==> src/rtl/sdhost_irq_pkg.sv <==
// Package: shared constants for the SD/MMC interrupt flag and mask unit.
// Bit positions are fixed because software decodes them.
package sdhost_irq_pkg;
    parameter int FLAG_W      = 16;
    parameter int POS_XFER    = 0;
    parameter int POS_PROG    = 1;
    parameter int POS_CMD     = 2;
    parameter int POS_RX_REQ  = 5;
    parameter int POS_TX_REQ  = 6;
    parameter int POS_SDIO    = 7;

    // Bits that latch on a pulse and hold until cleared.
    localparam logic [FLAG_W-1:0] STICKY_BITS =
        FLAG_W'((1 << POS_XFER) | (1 << POS_PROG) | (1 << POS_CMD) | (1 << POS_SDIO));
    // Bits that mirror a live level.
    localparam logic [FLAG_W-1:0] LEVEL_BITS =
        FLAG_W'((1 << POS_RX_REQ) | (1 << POS_TX_REQ));
    // Reset value of the mask: every source blocked.
    localparam logic [FLAG_W-1:0] MASK_RESET = {FLAG_W{1'b1}};

    typedef enum logic { SEL_FLAGS = 1'b0, SEL_MASK = 1'b1 } reg_sel_e;
endpackage

==> src/rtl/sdhost_irq_flag_bank.sv <==
// Flag bank: holds the sticky event flags and shows the level sources.
// Assumes set_vec pulses come from the core and clr_vec from a register
// write. On the same bit in the same cycle, set takes priority over clear.
module sdhost_irq_flag_bank #(
    parameter int                W      = 16,
    parameter logic [W-1:0]      STICKY = '0,
    parameter logic [W-1:0]      LEVEL  = '0
) (
    input  logic         clk,
    input  logic         rst_n,
    input  logic [W-1:0] set_vec,
    input  logic [W-1:0] clr_vec,
    input  logic [W-1:0] lvl_vec,
    output logic [W-1:0] flags
);
    logic [W-1:0] held_q;

    for (genvar i = 0; i < W; i++) begin : g_bit
        // Per-bit latch: set dominates clear; non-sticky bits stay zero.
        always_ff @(posedge clk) begin
            if (!rst_n)
                held_q[i] <= 1'b0;
            else if (STICKY[i])
                held_q[i] <= set_vec[i] | (held_q[i] & ~clr_vec[i]);
            else
                held_q[i] <= 1'b0;
        end

        // Visible flag: level sources are shown live, others come from the latch.
        assign flags[i] = LEVEL[i] ? lvl_vec[i] : held_q[i];

        if (STICKY[i]) begin : g_chk
            assert_set_wins_R7: assert property (@(posedge clk) disable iff (!rst_n)
                $past(set_vec[i]) |-> flags[i]);
            assert_sticky_hold_R1: assert property (@(posedge clk) disable iff (!rst_n)
                ($past(flags[i]) && !$past(clr_vec[i])) |-> flags[i]);
            assert_w1c_clears_R4: assert property (@(posedge clk) disable iff (!rst_n)
                ($past(clr_vec[i]) && !$past(set_vec[i])) |-> !flags[i]);
        end
    end
endmodule

==> src/rtl/sdhost_irq_mask_reg.sv <==
// Mask register: a one blocks its source. Resets to MASK_RESET.
// Assumes a single write strobe with full-width data.
module sdhost_irq_mask_reg #(
    parameter int           W     = 16,
    parameter logic [W-1:0] RST_V = '1
) (
    input  logic         clk,
    input  logic         rst_n,
    input  logic         we,
    input  logic [W-1:0] wdata,
    output logic [W-1:0] mask
);
    // Mask storage with synchronous reset to all-blocked.
    always_ff @(posedge clk) begin
        if (!rst_n)
            mask <= RST_V;
        else if (we)
            mask <= wdata;
    end

    assert_mask_reset_R2: assert property (@(posedge clk) disable iff (!rst_n)
        !$past(rst_n) |-> (mask == RST_V));
    assert_mask_write_R8: assert property (@(posedge clk) disable iff (!rst_n)
        ($past(rst_n) && $past(we)) |-> (mask == $past(wdata)));
endmodule

==> src/rtl/sdhost_irq_line.sv <==
// Interrupt line: OR of unmasked flags, registered once.
// Assumes flags and mask are both valid in the same cycle.
module sdhost_irq_line #(
    parameter int W = 16
) (
    input  logic         clk,
    input  logic         rst_n,
    input  logic [W-1:0] flags,
    input  logic [W-1:0] mask,
    output logic         irq_o
);
    logic [W-1:0] live;
    logic         any_live;

    // Reduce the enabled flags to one request.
    always_comb begin
        live     = flags & ~mask;
        any_live = |live;
    end

    // Register the request toward the CPU.
    always_ff @(posedge clk) begin
        if (!rst_n)
            irq_o <= 1'b0;
        else
            irq_o <= any_live;
    end

    assert_irq_needs_cause_R3: assert property (@(posedge clk) disable iff (!rst_n)
        ($past(rst_n) && irq_o) |-> ($past(flags & ~mask) != '0));
    assert_irq_drops_R9: assert property (@(posedge clk) disable iff (!rst_n)
        ($past(rst_n) && ($past(flags & ~mask) == '0)) |-> !irq_o);
endmodule

==> src/rtl/sdhost_irq_reg_port.sv <==
// Register port: decodes the word select and write strobe into the
// clear vector and mask write enable, and muxes the read data.
// Assumes the read is combinational on reg_addr.
module sdhost_irq_reg_port
    import sdhost_irq_pkg::*;
#(
    parameter int W = 16
) (
    input  logic         reg_addr,
    input  logic         reg_wr,
    input  logic [W-1:0] reg_wdata,
    input  logic [W-1:0] flags,
    input  logic [W-1:0] mask,
    output logic [W-1:0] clr_vec,
    output logic         mask_we,
    output logic [W-1:0] reg_rdata
);
    reg_sel_e sel;

    // Decode the access into its effect on flags or mask.
    always_comb begin
        sel       = reg_sel_e'(reg_addr);
        clr_vec   = (reg_wr && sel == SEL_FLAGS) ? reg_wdata : '0;
        mask_we   = reg_wr && (sel == SEL_MASK);
        reg_rdata = (sel == SEL_MASK) ? mask : flags;
    end
endmodule

==> src/rtl/sdhost_irq_ctrl.sv <==
// Top: SD/MMC host interrupt flag and mask unit.
// Collects four event pulses and two FIFO levels into a 16-bit flag word,
// filters with a 16-bit mask (1 = blocked), drives one registered irq.
// Assumes synchronous active-low reset and single-cycle event pulses.
module sdhost_irq_ctrl
    import sdhost_irq_pkg::*;
(
    input  logic              clk,
    input  logic              rst_n,
    input  logic              ev_sdio,
    input  logic              ev_cmd_end,
    input  logic              ev_prog_done,
    input  logic              ev_xfer_done,
    input  logic              lvl_tx_req,
    input  logic              lvl_rx_req,
    input  logic              reg_addr,
    input  logic              reg_wr,
    input  logic [FLAG_W-1:0] reg_wdata,
    output logic [FLAG_W-1:0] reg_rdata,
    output logic              irq_o
);
    localparam int W = FLAG_W;

    logic [W-1:0] set_vec;
    logic [W-1:0] lvl_vec;
    logic [W-1:0] clr_vec;
    logic [W-1:0] flags;
    logic [W-1:0] mask;
    logic         mask_we;

    // Place the event and level inputs at their fixed bit positions.
    always_comb begin
        set_vec             = '0;
        set_vec[POS_SDIO]   = ev_sdio;
        set_vec[POS_CMD]    = ev_cmd_end;
        set_vec[POS_PROG]   = ev_prog_done;
        set_vec[POS_XFER]   = ev_xfer_done;
        lvl_vec             = '0;
        lvl_vec[POS_TX_REQ] = lvl_tx_req;
        lvl_vec[POS_RX_REQ] = lvl_rx_req;
    end

    sdhost_irq_reg_port #(.W(W)) u_port (
        .reg_addr (reg_addr),
        .reg_wr   (reg_wr),
        .reg_wdata(reg_wdata),
        .flags    (flags),
        .mask     (mask),
        .clr_vec  (clr_vec),
        .mask_we  (mask_we),
        .reg_rdata(reg_rdata)
    );

    sdhost_irq_flag_bank #(.W(W), .STICKY(STICKY_BITS), .LEVEL(LEVEL_BITS)) u_flags (
        .clk    (clk),
        .rst_n  (rst_n),
        .set_vec(set_vec),
        .clr_vec(clr_vec),
        .lvl_vec(lvl_vec),
        .flags  (flags)
    );

    sdhost_irq_mask_reg #(.W(W), .RST_V(MASK_RESET)) u_mask (
        .clk  (clk),
        .rst_n(rst_n),
        .we   (mask_we),
        .wdata(reg_wdata),
        .mask (mask)
    );

    sdhost_irq_line #(.W(W)) u_line (
        .clk  (clk),
        .rst_n(rst_n),
        .flags(flags),
        .mask (mask),
        .irq_o(irq_o)
    );

    assert_level_write_ignored_R6: assert property (@(posedge clk) disable iff (!rst_n)
        (lvl_tx_req && reg_wr && !reg_addr) |-> flags[POS_TX_REQ]);
endmodule

==> config.mk <==
export PLATFORM = sky130hd
export DESIGN_NAME = sdhost_irq_ctrl
export DESIGN_NICKNAME = d
export VERILOG_FILES = /design/src/rtl/sdhost_irq_pkg.sv /design/src/rtl/sdhost_irq_flag_bank.sv /design/src/rtl/sdhost_irq_mask_reg.sv /design/src/rtl/sdhost_irq_line.sv /design/src/rtl/sdhost_irq_reg_port.sv /design/src/rtl/sdhost_irq_ctrl.sv
export SDC_FILE = /design/constraint.sdc
export NUM_CORES = 1
export LEC_CHECK = 0
export ABC_AREA = 1
export BUFFER_PORTS_ARGS = -buffer_cell sky130_fd_sc_hd__buf_2
export CAP_MARGIN = 20
export CORE_ASPECT_RATIO = 0.7
export CORE_MARGIN = 4
export CORE_UTILIZATION = 45
export DETAILED_ROUTE_END_ITERATION = 8
export PLACE_DENSITY = 0.77
export SYNTH_ARGS = -nofsm -noshare
export SYNTH_HDL_FRONTEND = slang
export SYNTH_SLANG_ARGS = --single-unit
==> constraint.sdc <==
create_clock -name clk -period 1 [get_ports clk]
set_clock_uncertainty 0.15 [all_clocks]
set_input_delay 0.1 -clock clk [delete_from_list [all_inputs] [get_ports clk]]
set_output_delay 0.1 -clock clk [all_outputs]
set_load 0.02 [all_outputs]
---- Word-level counts from Yosys, hierarchy flattened ----
Cells that the tools add are included.
storage, ports and cells
  flip-flop bits (word level) ............. 21
operators by class
  mux-type cells .......................... 2
  bitwise logic cells ..................... 15
  reductions and logical operators ........ 3
operators by type and width
  cell                                    number
  8-bit by 16-bit AND with 16-bit output  1
  16-bit two-way mux                      1
  16-bit inverter                         1
  16-bit OR reduction                     1
  8-bit two-way mux                       1
  1-bit inverter                          5
  1-bit AND                               4
  1-bit OR                                4
  1-bit logical AND                       2

---- Logic depth before layout (Yosys ltp) ----
  word-level depth ........................ 6
  gate-level depth with buffers ........... 5
  depth with buffers taken out ............ 5

---- Cells and area by module ----
Synthesis repeated with hierarchy kept, for this count alone.
second synthesis, totals
  cell total of the unflattened synthesis .. 242
  area, all modules ....................... 1511.4 um^2
modules (own cells, without submodules)
  module                instances  cells each  area an instance (um^2)
  sdhost_irq_mask_reg   1          70          668.1
  sdhost_irq_reg_port   1          88          395.4
  sdhost_irq_flag_bank  1          34          242.7
  sdhost_irq_line       1          49          201.4
  sdhost_irq_ctrl       1          1           3.8

---- Worst setup path after synthesis ----
No wires, ideal clock.
  kind .................................... register -> output
  start point ............................. register u_mask.mask[0]
  end point ............................... output port reg_rdata[0]
  arrival time ............................ 0.683 ns
  data required time ...................... 0.750 ns
  path slack .............................. 0.067 ns
  cell stages (with the launch flop) ...... 3
  path buffers ............................ 0
  cell sequence ........................... dfxtp_1 -> inv_1 -> o21ai_1
on the way
  word-level cells in the longest chain between the ends .. 1
RTL lines
  what                    line                       RTL
  start, declared         sdhost_irq_mask_reg.sv:11  output logic [W-1:0] mask
  start signal, assigned  sdhost_irq_mask_reg.sv:18  mask <= wdata;
  16-bit two-way mux      sdhost_irq_reg_port.sv:25  reg_rdata = (sel == SEL_MASK) ? mask : flags;
  end, declared           sdhost_irq_ctrl.sv:19      output logic [FLAG_W-1:0] reg_rdata,
No other way between the ends.

---- Final worst setup path ----
Ends and elaborated chain as after synthesis.

==> metrics.cfg <==
[run_status]
status=finished with violations
violations=negative setup slack

[power_and_ir_drop]
total_power_mw=2.05
p_seq_frac=0.463
p_sw_frac=0.317
power.density_nw_per_um2=1170
clockPowerShare=0.212
ir_worst_vdd_mv=1.20
p_int_mw=1.40
p_comb_frac=0.326
power_leakage_nw=0.924
p_sw_mw=0.648

[job]
drv_cap=0

[clocking]
htree_levels=1
cts_inserted_buffers=3
cts_root_buffer=clkbuf_4
clk_pin_slew_ns=0.11
cts_tree=yes
cts_sinks=21
clkLatencyLatePin_ns=0.31
cts_buffer_depth=2

[worst_setup_path]
cp_data_required_time_ns=0.75
worstPathArrival_ns=1.02
critPathCaptureType=output port
reg2reg_slack_ns=-0.15
path_class=reg -> out
cp-start-kind=register
worstPathMaxFanout=2

[logic_synthesis]
yosysTopAreaCellShare=0.443
yosysUniqueCellTypes=14
synth.area.top_cells=dfxtp_1 (44%), nand2_1 (20%), inv_1 (9.9%)
yosys_warnings=0
muxShareOfSynthArea=0
synth_top_family_by_area=simple AND/OR/NAND/NOR gates
syn_avg_cell_area_um2=6.82
syn-instance-count=139
ys_seq_area_frac=0.443
synthAdderAreaFrac=0
synth_xor_area_frac=0
syn_area_um2=948
synth_compound_area_frac=0.135
synth_nets=165
synth-seq-cells=21
synth_simple_gate_area_share=0.280
yosysTopAreaCell=dfxtp_1

[timing]
rsz0062_at_grt=yes
slew_headroom=0.862
slew_viol_final=0
worstMarginPinSlew_ns=0.206
setup_ws_ns=-0.275
fin_hold_ws_ns=0.122
tns_ns=-3.11
fmax_mhz=784
fin_crit_ns=1.27
timing.final.crit_share=1.27
hold_viol_final=0
setup_viol=19

[global_route]
antenna_found_initial=0
track_usage=0.244
overflow=0
grt_pass1_vias=1154
grt_pass1_wl_mm=5.32
grt_max_degree=18

[floorplanning]
start_util=0.494
num_rows=13
die_h_um=46.4
core_area_um2=1920
die_x_um=62.9
ios=43
die_area_um2=2920

[finish]
areaGrowthSynthToFinish_pct=83.6
final_area_um2=1740
final_cell_mix=nand2_1 (47), dlygate4sd3_1 (24), buf_2 (24), dfxtp_2 (19)
num_antenna_cells=0
layout_commonest_cell=nand2_1
nets=243
drive_gt1_frac=0.477

[placement]
routabilityCongestion=0.776
dp_hpwl_mm=1.72
port_buffers=42
placed_cell_area_um2=1220
pre_cts_ws_ns=-0.0863

[route]
wl_mm=4.04
highest_layer=met4
route.detailed.vias_per_inst=5.28
antenna_left=0
wl_met3_um=280
drt_iter0_markers=84
vias=1256
dr.pass1.iters=5
wl_met1_mm=1.57
wl_per_cell_um=17.0
dr_wl_met2_mm=2.03
post-route-drc-count=0

[hold_path]
min_path_type=in -> reg

path summary, 6_finish.rpt:
| path | startpoint | endpoint | cells past startpoint |
|---|---|---|---|
| min reg2reg | u_mask.mask[8]$_SDFFE_PN1P_ | u_mask.mask[8]$_SDFFE_PN1P_ | 2 |
| max reg2reg | u_mask.mask[5]$_SDFFE_PN1P_ | u_line.irq_o$_SDFF_PN0_ | 6 |
| max | u_mask.mask[0]$_SDFFE_PN1P_ | reg_rdata[0] | 3 |
| min | reg_wr | u_mask.mask[1]$_SDFFE_PN1P_ | 4 |
critical path, cell delays in order (launching register included):
cell and delay, ns:
dfxtp_2 0.37, inv_2 0.05, o21ai_2 0.15, buf_6 0.14
cells in the mapped netlist:
cell type and number:
dfxtp_1 21, buf_6 1, inv_1 25, buf_2 5
nand2_2 1, nor2_1 2, o211ai_1 2, nand2_1 51
clkinv_2 1, o21ai_1 5, o21ai_0 5, a21oi_1 5
o211ai_2 3, nand3_1 12
cell type report:
class / instances / area (um2)
timing repair buffer: 79 / 708
fill: 80 / 178
tap: 22 / 27.5
multi-input combinational: 86 / 429
clock buffer: 4 / 26.3
sequential: 21 / 448
inverter: 26 / 103
cell families after synthesis:
kind of cell	after synthesis
AO/OA/AOI/OAI	20
buffers and inverters	32
flip-flops	21
AND/OR/NAND/NOR	66
per-stage QoR:
step                utilization  cells
floorplan                     -    139
global placement          0.638    202
detailed placement        0.638    202
CTS                       0.852    235
global route              0.907    238
finish                    0.907    238
power groups by stage:
stage,Combinational (mW),Sequential (mW),Clock [mW]
final,0.666,0.947,0.433
after global routing,0.700,0.952,0.463
after CTS,0.566,0.936,0.422
after detailed placement,0.409,0.943,0
after global placement,0.401,0.940,0
after floorplan,0.244,0.941,0
per-layer routing:
layer  GRT usage  vias up
met4       0.145        0
met3      0.0707       17
met2       0.457       76
met5           0        -
li1            -      578
met1       0.254      585
sequential cells by signal, indices dropped and copies added (netlist names):
signal / count
u_flags.flags: 4
u_mask.mask: 16
u_line.irq_o: 1
repair_timing:
action / in CTS / in global routing
gates resized for setup: 53 / 26
endpoints found under the hold margin: 21 / 0
cloned: 0 / 1
pin swaps: 5 / 5
hold buffers: 24 / 0
buffers inserted: 5 / 3
endpoints found under the setup margin: 17 / 21
Note: power is estimated with default switching activity, not from simulation.
